## config.mk

```make
export PLATFORM = sky130hd
export DESIGN_NAME = chain_ctrl
export DESIGN_NICKNAME = d
export VERILOG_FILES = /design/src/rtl/chain_pkg.sv /design/src/rtl/chain_baud.sv /design/src/rtl/chain_evt_seq.sv /design/src/rtl/chain_mon_seq.sv /design/src/rtl/chain_ctrl.sv
export SDC_FILE = /design/constraint.sdc
export NUM_CORES = 1
export LEC_CHECK = 0
export ABC_AREA = 0
export BUFFER_PORTS_ARGS = -buffer_cell sky130_fd_sc_hd__buf_2
export CORE_ASPECT_RATIO = 1.2
export CORE_MARGIN = 4
export CORE_UTILIZATION = 50
export DETAILED_ROUTE_END_ITERATION = 10
export PLACE_DENSITY = 0.68
export SKIP_LAST_GASP = 1
export SYNTH_ARGS = -nofsm -noshare
export SYNTH_HDL_FRONTEND = slang
export SYNTH_HIERARCHICAL = 1
export SYNTH_SLANG_ARGS = --single-unit
```

## constraint.sdc

```tcl
create_clock -name clk -period 3.93 [get_ports clk]
set_input_delay 0.1965 -clock clk [delete_from_list [all_inputs] [get_ports clk]]
set_output_delay 0.1965 -clock clk [all_outputs]
set_load 0.02 [all_outputs]
```

## src/rtl/chain_pkg.sv

```systemverilog
package chain_pkg;
  localparam logic [2:0] REG_DIV  = 3'd0;
  localparam logic [2:0] REG_BITS = 3'd1;
  localparam logic [2:0] REG_BRD  = 3'd2;
  localparam logic [2:0] REG_PER  = 3'd3;
  localparam logic [2:0] REG_TP   = 3'd4;
  localparam logic [2:0] REG_CMD  = 3'd5;

  typedef enum logic [1:0] {MON_IDLE, MON_RST, MON_PULSE} mon_st_t;
endpackage

```

## src/rtl/chain_baud.sv

```systemverilog
module chain_baud #(
  parameter int DIV_W = 8
) (
  input  logic             clk,
  input  logic             rst_n,
  input  logic             run,
  input  logic [DIV_W-1:0] div,
  output logic             sclk,
  output logic             fall
);
  logic [DIV_W-1:0] cnt;
  logic             wrap;

  assign wrap = run && (cnt == div);
  assign fall = wrap && sclk;

  always_ff @(posedge clk) begin
    if (!rst_n || !run) begin
      cnt  <= '0;
      sclk <= 1'b0;
    end else if (wrap) begin
      cnt  <= '0;
      sclk <= ~sclk;
    end else begin
      cnt <= cnt + 1'b1;
    end
  end

  // the serial clock always starts from a low level
  a_r2_rest_low: assert property (@(posedge clk) disable iff (!rst_n)
    !run |=> !sclk);
endmodule

```

## src/rtl/chain_evt_seq.sv

```systemverilog
module chain_evt_seq #(
  parameter int ADDR_W = 4,
  parameter int BIT_W  = 6
) (
  input  logic              clk,
  input  logic              rst_n,
  input  logic              go,
  input  logic              fall,
  input  logic [BIT_W-1:0]  bits,
  input  logic [ADDR_W-1:0] last_brd,
  output logic              busy,
  output logic [ADDR_W-1:0] addr,
  output logic [BIT_W-1:0]  bitcnt,
  output logic              done
);
  logic [BIT_W-1:0] bit_last;
  assign bit_last = bits - 1'b1;

  always_ff @(posedge clk) begin
    if (!rst_n) begin
      busy   <= 1'b0;
      addr   <= '0;
      bitcnt <= '0;
      done   <= 1'b0;
    end else begin
      done <= 1'b0;
      if (!busy) begin
        if (go) begin
          busy   <= 1'b1;
          addr   <= '0;
          bitcnt <= '0;
        end
      end else if (fall) begin
        if (bitcnt == bit_last) begin
          bitcnt <= '0;
          if (addr == last_brd) begin
            busy <= 1'b0;
            done <= 1'b1;
            addr <= '0;
          end else begin
            addr <= addr + 1'b1;
          end
        end else begin
          bitcnt <= bitcnt + 1'b1;
        end
      end
    end
  end

  // completion is a single-cycle pulse outside the busy window
  a_r5_done_pulse: assert property (@(posedge clk) disable iff (!rst_n)
    done |=> !done);
  a_r5_done_idle: assert property (@(posedge clk) disable iff (!rst_n)
    done |-> !busy);
endmodule

```

## src/rtl/chain_mon_seq.sv

```systemverilog
module chain_mon_seq
  import chain_pkg::*;
#(
  parameter int PER_W = 24,
  parameter int NCHAN = 40,
  localparam int CH_W = $clog2(NCHAN)
) (
  input  logic             clk,
  input  logic             rst_n,
  input  logic [PER_W-1:0] period,
  input  logic             evt_busy,
  input  logic             evt_go,
  input  logic             fall,
  output logic             busy,
  output logic             rst_phase,
  output logic             pulse_phase,
  output logic             attn
);
  mon_st_t          st;
  logic [PER_W-1:0] pcnt;
  logic             pend, expire, start;
  logic [CH_W-1:0]  chan, k;

  assign expire      = (pcnt >= period - 1'b1);
  assign start       = (st == MON_IDLE) && pend && !evt_busy && !evt_go;
  assign busy        = (st != MON_IDLE);
  assign rst_phase   = (st == MON_RST);
  assign pulse_phase = (st == MON_PULSE);

  always_ff @(posedge clk) begin
    if (!rst_n) begin
      pcnt <= '0;
      pend <= 1'b0;
      st   <= MON_IDLE;
      chan <= '0;
      k    <= '0;
      attn <= 1'b0;
    end else begin
      attn <= 1'b0;
      pcnt <= expire ? '0 : pcnt + 1'b1;
      pend <= (pend && !start) || expire;
      case (st)
        MON_IDLE: if (start) st <= MON_RST;
        MON_RST: if (fall) begin
          st <= MON_PULSE;
          k  <= '0;
        end
        MON_PULSE: if (fall) begin
          if (k == chan) begin
            st   <= MON_IDLE;
            attn <= 1'b1;
            chan <= (chan == CH_W'(NCHAN - 1)) ? '0 : chan + 1'b1;
          end else begin
            k <= k + 1'b1;
          end
        end
        default: st <= MON_IDLE;
      endcase
    end
  end

  // channel selection stays in range, attention is one cycle long
  a_r9_chan_range: assert property (@(posedge clk) disable iff (!rst_n)
    chan < CH_W'(NCHAN));
  a_r9_attn_pulse: assert property (@(posedge clk) disable iff (!rst_n)
    attn |=> !attn);
  // a monitor cycle never overlaps an event transfer
  a_r10_no_overlap: assert property (@(posedge clk) disable iff (!rst_n)
    busy |-> !evt_busy);
endmodule

```

## src/rtl/chain_ctrl.sv

```systemverilog
module chain_ctrl
  import chain_pkg::*;
#(
  parameter int ADDR_W = 4,
  parameter int BIT_W  = 6,
  parameter int DIV_W  = 8,
  parameter int PER_W  = 24,
  parameter int NCHAN  = 40
) (
  input  logic              clk,
  input  logic              rst_n,
  input  logic              reg_we,
  input  logic [2:0]        reg_addr,
  input  logic [PER_W-1:0]  reg_wdata,
  output logic              ch_sclk,
  output logic [ADDR_W-1:0] ch_addr,
  output logic              ch_evt,
  output logic              ch_load,
  output logic              ch_tdata,
  output logic              mon_clk,
  output logic              mon_rst,
  output logic              evt_done,
  output logic              mon_attn
);
  logic [DIV_W-1:0]  r_div;
  logic [BIT_W-1:0]  r_bits;
  logic [ADDR_W-1:0] r_last;
  logic [PER_W-1:0]  r_per;
  logic              r_tp_en;
  logic [7:0]        r_pat;

  logic              evt_busy, mon_busy, go, sclk, fall, pulse_phase;
  logic [BIT_W-1:0]  bitcnt;
  logic [2:0]        pat_idx;

  always_ff @(posedge clk) begin
    if (!rst_n) begin
      r_div   <= DIV_W'(4);
      r_bits  <= BIT_W'(48);
      r_last  <= '1;
      r_per   <= PER_W'(10_000_000);
      r_tp_en <= 1'b0;
      r_pat   <= '0;
    end else if (reg_we) begin
      case (reg_addr)
        REG_DIV:  r_div  <= reg_wdata[DIV_W-1:0];
        REG_BITS: r_bits <= reg_wdata[BIT_W-1:0];
        REG_BRD:  r_last <= reg_wdata[ADDR_W-1:0];
        REG_PER:  r_per  <= reg_wdata;
        REG_TP: begin
          r_tp_en <= reg_wdata[8];
          r_pat   <= reg_wdata[7:0];
        end
        default: ;
      endcase
    end
  end

  assign go = reg_we && (reg_addr == REG_CMD) && reg_wdata[0] && !evt_busy && !mon_busy;

  chain_baud #(.DIV_W(DIV_W)) u_baud (
    .clk(clk), .rst_n(rst_n), .run(evt_busy | mon_busy), .div(r_div),
    .sclk(sclk), .fall(fall)
  );

  chain_evt_seq #(.ADDR_W(ADDR_W), .BIT_W(BIT_W)) u_evt (
    .clk(clk), .rst_n(rst_n), .go(go), .fall(fall), .bits(r_bits),
    .last_brd(r_last), .busy(evt_busy), .addr(ch_addr), .bitcnt(bitcnt),
    .done(evt_done)
  );

  chain_mon_seq #(.PER_W(PER_W), .NCHAN(NCHAN)) u_mon (
    .clk(clk), .rst_n(rst_n), .period(r_per), .evt_busy(evt_busy), .evt_go(go),
    .fall(fall), .busy(mon_busy), .rst_phase(mon_rst), .pulse_phase(pulse_phase),
    .attn(mon_attn)
  );

  assign pat_idx  = 3'd7 - bitcnt[2:0];
  assign ch_sclk  = sclk & evt_busy;
  assign ch_evt   = evt_busy;
  assign ch_load  = evt_busy && (bitcnt == '0);
  assign ch_tdata = evt_busy && r_tp_en && r_pat[pat_idx];
  assign mon_clk  = sclk & pulse_phase;

  // address and select settle only while the serial clock is low
  a_r6_addr_low: assert property (@(posedge clk) disable iff (!rst_n)
    !$stable(ch_addr) |-> !ch_sclk);
  a_r6_evt_low: assert property (@(posedge clk) disable iff (!rst_n)
    !$stable(ch_evt) |-> !ch_sclk);
  // no monitor clock while monitor reset is held
  a_r9_rst_no_clk: assert property (@(posedge clk) disable iff (!rst_n)
    mon_rst |-> !mon_clk);
  // the address never passes the last programmed board
  a_r3_addr_range: assert property (@(posedge clk) disable iff (!rst_n)
    ch_evt |-> (ch_addr <= r_last));
endmodule

```

=== Word level (Yosys, flattened, before mapping) ===
Cells that the tools add are included.
W data, S select, Z words.

* Add/sub/neg operators: 9
* Order comparisons: 2
* Equality and inequality tests: 19
* Mux-type cells: 28
* Bitwise operators: 5
* Reductions and logical operators: 41

{| class="wikitable"
|+ Operator list
! kind !! number
|-
| $mux W6 || 8
|-
| $add A24 B1 Y24 const B || 1
|-
| $ge A24 B24 Y1 || 1
|-
| $sub A24 B1 Y24 const B || 1
|-
| $mux W4 || 5
|-
| $add A6 B1 Y6 const B || 3
|-
| $logic_and A1 B1 Y1 || 13
|-
| $eq A6 B6 Y1 || 2
|-
| $pmux W6 S2 || 1
|-
| $reduce_and A2 Y1 || 6
|-
| $reduce_and A4 Y1 || 3
|-
| $reduce_and A3 Y1 || 3
|-
| $add A8 B1 Y8 const B || 1
|-
| $eq A8 B8 Y1 || 1
|-
| $mux W1 || 8
|-
| $mux W2 || 4
|-
| $ne A2 B2 Y1 const B || 4
|-
| $eq A3 B2 Y1 const B || 2
|-
| $eq A3 B3 Y1 const B || 2
|-
| $eq A6 B6 Y1 const B || 1
|-
| $logic_not A1 Y1 || 6
|-
| $logic_not A6 Y1 || 1
|-
| $ne A2 B1 Y1 const B || 3
|-
| $pmux W2 S3 || 1
|-
| other kinds (17) || 23
|}

* Flip-flop bits (word level): 112

=== Longest topological paths before layout ===
* Word-level depth: 10
* Gate-level depth with buffers: 14
* Mapped depth without buffers: 13

=== By module ===
The synthesis kept the hierarchy.

{| class="wikitable"
|+ By module, submodules not included
! module !! instances !! cells each !! area an instance (um^2) !! seq. area each (um^2)
|-
| chain_mon_seq || 1 || 334 || 2813.9 || 800.8
|-
| chain_ctrl || 1 || 234 || 2075.7 || 1021.0
|-
| chain_evt_seq || 1 || 85 || 767.0 || 240.2
|-
| chain_baud || 1 || 50 || 455.4 || 180.2
|}

=== Worst setup path before layout ===
No wires, ideal clock.

* Path kind: flip-flop to flip-flop
* From: reg r_per[11]
* To: reg u_mon.pcnt[13]
* Data arrival time: 3.261 ns
* Path slack: 0.552 ns
* Cell stages (with the launch flop): 14
* Path buffers: 2
* Clock period less this slack: 3.378 ns
* Cell sequence: dfxtp_1 or3_1 or3_1 or3_1 buf_6 nor4_4 xnor2_1 ha_1 nand4_1 nor4_1 nand4_1 o2111ai_1 buf_2 nor2_1

* Longest elaborated chain between the ends: 3

{| class="wikitable"
|+ Ends and longest elaborated chain
! item !! line !! text
|-
| start, declared || chain_ctrl.sv:28 || <nowiki>logic [PER_W-1:0] r_per;</nowiki>
|-
| start signal, assigned || chain_ctrl.sv:41 || <nowiki>r_per <= PER_W'(10_000_000);</nowiki>
|-
| start signal, assigned || chain_ctrl.sv:49 || <nowiki>REG_PER: r_per <= reg_wdata;</nowiki>
|-
| $sub A24 B1 Y24 || chain_mon_seq.sv:24 || <nowiki>assign expire = (pcnt >= period - 1'b1);</nowiki>
|-
| $ge A24 B24 Y1 || chain_mon_seq.sv:24 ||
|-
| $reduce_or A2 Y1 (no source line) || - ||
|-
| end signal, assigned || chain_mon_seq.sv:40 || <nowiki>pcnt <= expire ? '0 : pcnt + 1'b1;</nowiki>
|-
| end, declared || chain_mon_seq.sv:20 || <nowiki>logic [PER_W-1:0] pcnt;</nowiki>
|}

No other way between the ends.
A chain may end at the register's enable or synchronous reset.

=== Worst setup path in the final report ===
* From: reg r_per[11]
* To: reg u_mon.pcnt[3]

The elaborated chain is that of the path after synthesis.

==> results.toml <==
[run_status]
status = "finished, final reports clean"

[critical_path]
criticalPathCategory = "reg -> reg"
crit_path_max_fanout = 23
timing.critical_path.arrival_ps = 3780
critical_path.slowest_cell = "or3_4"
crit_family = "simple AND/OR/NAND/NOR gates"
worstPathRequired_ps = 4160
worst_path_largest_cell_delay_ps = 430
timing.critical_path.from_type = "register"
critical_path_stages = 12
end_kind = "register"
crit_chain = "or3_1 > or3_1 > or3_4 > nor4_4 > xnor2_1 > ha_1 > nand4_1 > nor4_2 > nand4_1 > o2111ai_1 > buf_6 > nor2_1"
r2r.worst_path.cells = 12
critPathBufInv = 1

[synth]
yosysTopAreaCell = "dfxtp_1"
gate_count_post_synth = 703
yosysWarnings = 6
synth_top_flop_cell = "dfxtp_1"
synth_cell_type_count = 75
synth_common_cells = "nand2_1 (129), dfxtp_1 (112), nor2_1 (54)"
synth.net_count = 765
post-synth-top-area-fraction_pct = 36.68
syn_area_um2 = 6112
synthTopCellsByArea = "dfxtp_1 (37%), nand2_1 (7.9%), ha_1 (6.6%)"
synth.yosys.seq_area_share_pct = 36.68
synth-edff-count = 0
postSynthAreaPerCell_um2 = 8.694
yosys_register_bits = 112
async_flop_share_pct = 0
yosysMostFrequentCell = "nand2_1"

[power]
powerDensity_nw_per_um2 = 342.9
net_switching_power_of_the_design_mw = 0.5319
p_sw_share_pct = 22.98
cellLeakagePower_nw = 2.556
pwr-share-comb_pct = 6.9
intPower_mw = 1.783
share_clk_of_total_power_pct = 42.3
seq_power_share_pct = 50.8
worst_ir_drop_vdd_v = 0.0001878

[routing]
drc_errors = 0
ratio_of_routed_vias_to_standard_cells = 5.500
wirelength_um = 13060
routed_wire_length_per_instance_um = 14.55
ant_nets = 0
first_pass_detailed_route_iteration_total = 4
detail_route.iter0.violations = 189
dr_total_vias = 4939

[floorplan]
ports_placed_on_the_boundary = 42
area_inside_the_core_boundary_um2 = 11780
fp.dieW_um = 108.9
initial_core_util_pct = 51.87
chipHeight_um = 129.1
num_rows = 43
die_area_um2 = 14060

[sta]
worst_slack_ps = 382.5
setup_tns_ps = 0
drv_slew = 0
max_slew_margin_pct = 34.74
min_period_over_period_pct = 90.27
max_freq_ghz = 0.2819
finClkSkew_ps = 9.013
timing.final.setup_violations = 0
period_minus_slack_ps = 3548
grt_setup_unrepaired = "no"
tightestPinTransition_ps = 973.8
finalHoldViolations = 0

[clock_tree]
clock_latency_ps = 350
clkSinkCount = 112
path_clk_slew_ps = 70
max-clock-path-buffers = 2
cts.root.buffer_cell = "clkbuf_16"
cts.htree.levels = 3
tritoncts = "yes"
post_cts_buffers = 0
cts_inserted_buffers = 9

[global_routing]
largest_net_degree_at_the_start_of_global_routing = 39
grt_usage_pct = 19.59
grt_overflow_total = 0
antenna_violations_before_repair = 0
grt_first_pass_wirelength_um = 22540
number_of_global_route_vias_before_repair = 4817

[layout]
total_area_of_multi_input_combinational_cells_um2 = 3665
drive_gt1_share_pct = 11.88
antennaDiodeCount = 0
syn2layout_area_growth_pct = 10.44
layout.core_utilization_pct = 57.29
nNetsFinal = 799
nFillCells = 1078
combined_flip_flop_and_latch_cell_area_um2 = 2242

[place]
post-place-ws_ps = 269.3
dp.final_hpwl_um = 9789
globalplace.congestion = 0.8781
count_of_buffers_inserted_at_the_top_level_ports = 41

[min_path]
worstHoldPathType = "in -> reg"
whs_path_depth = 3

[flow_run]
drv.max_cap_violation_count = 0
## path summary, 6_finish.rpt
| check | end | slack (ps) | from |
|---|---|---|---|
| worst max-delay path | u_mon/pcnt[3]$_SDFF_PP0_ | 380 | r_per[11]$_SDFFE_PN0P_ |
| worst min-delay path | r_per[23]$_SDFFE_PN1P_ | 60 | reg_wdata[23] |
| worst max register to register | u_mon/pcnt[3]$_SDFF_PP0_ | 380 | r_per[11]$_SDFFE_PN0P_ |
| worst min register to register | r_tp_en$_SDFFE_PN0P_ | 460 | r_tp_en$_SDFFE_PN0P_ |
## worst reg2reg max path: cells and delay by family, from the launching register on
kind            cells  cell delay, ps
xor+xnor            1             120
fa+ha+maj           1             310
simple gates        8            2180
compound gates      1             250
flops               1             340
buf+inv             1             230
## final cells by class
type	instances	share of cell area (%)
multi-input cells	545	54.29
flip-flops and latches	112	33.22
repair buffers	45	3.540
clock buffers	10	3.392
well taps	157	2.910
inverters	24	1.335
clock inverters	5	1.316
## what timing repair did
action,4_1_cts,5_1_grt
setup endpoints to repair,0,23
hold buffers,0,0
gates resized for setup,0,3
## registers in the layout, indices dropped and copies added, names as in the netlist, 2 cells and up
signal / cells
r_div: 8
u_evt/addr: 4
r_pat: 8
u_evt/bitcnt: 6
r_per: 24
r_bits: 6
u_mon/chan: 6
u_mon/st: 2
r_last: 4
u_mon/pcnt: 24
u_mon/k: 6
u_baud/cnt: 8
## power by group through the flow
stage                     combinational [mW]  sequential (mW)  clock [mW]
after global routing                   0.180             1.18        1.06
after detailed placement               0.160             1.20           0
after global placement                 0.154             1.20           0
final                                  0.160             1.18       0.979
after CTS                              0.161             1.18        1.00
after floorplan                        0.113             1.20           0
## logic make-up (layout without fill, tap and decap cells)
logic type | Yosys count | after routing | share of synthesized area [%]
xor gates and xnor gates | 79 | 79 | 11.44
and+or+nand+nor | 323 | 323 | 26.96
muxes | 20 | 20 | 3.500
buffers and inverters | 46 | 84 | 3.541
AOI/OAI and AO/OA | 91 | 91 | 11.32
adders and majority gates | 32 | 32 | 6.551
DFF | 112 | 112 | 36.68
## metrics by stage
step / hold slack, ps / total power [mW] / area (um2) / std cells
finish: 58.23 / 2.315 / 6750 / 898
floorplan: 315.5 / 1.308 / 6112 / 703
CTS: 51.29 / 2.337 / 6735 / 898
global route: 53.91 / 2.416 / 6750 / 898
detailed placement: 412.6 / 1.362 / 6417 / 883
global placement: 408.1 / 1.355 / 6417 / 883
## cell usage in the layout (no fill, tap or decap), drive strengths merged, types with 5 or more instances in the layout
master | synthesis | final
o311ai | 5 | 5
nor2b | 5 | 5
nor2 | 54 | 54
nand2 | 130 | 130
nor4 | 10 | 10
mux2i | 18 | 18
nor3 | 19 | 19
nand3 | 28 | 28
buf | 12 | 45
inv | 23 | 25
nand4 | 17 | 17
and3 | 8 | 8
ha | 32 | 32
or3 | 13 | 13
o21ai | 10 | 10
and2 | 6 | 6
xor2 | 38 | 38
xnor2 | 41 | 41
clkbuf | 10 | 10
nand2b | 7 | 7
a21boi | 32 | 32
dfxtp | 112 | 112
a21oi | 15 | 15
## metal layers
layer	vias up	routed length (um)	track usage, %
met4	0	155	6.092
met5	-	0	0
met1	2339	6009	25.07
li1	2517	-	-
met2	68	6424	33.44
met3	15	473	3.488
No activity file was read; power rests on OpenSTA's default activity.
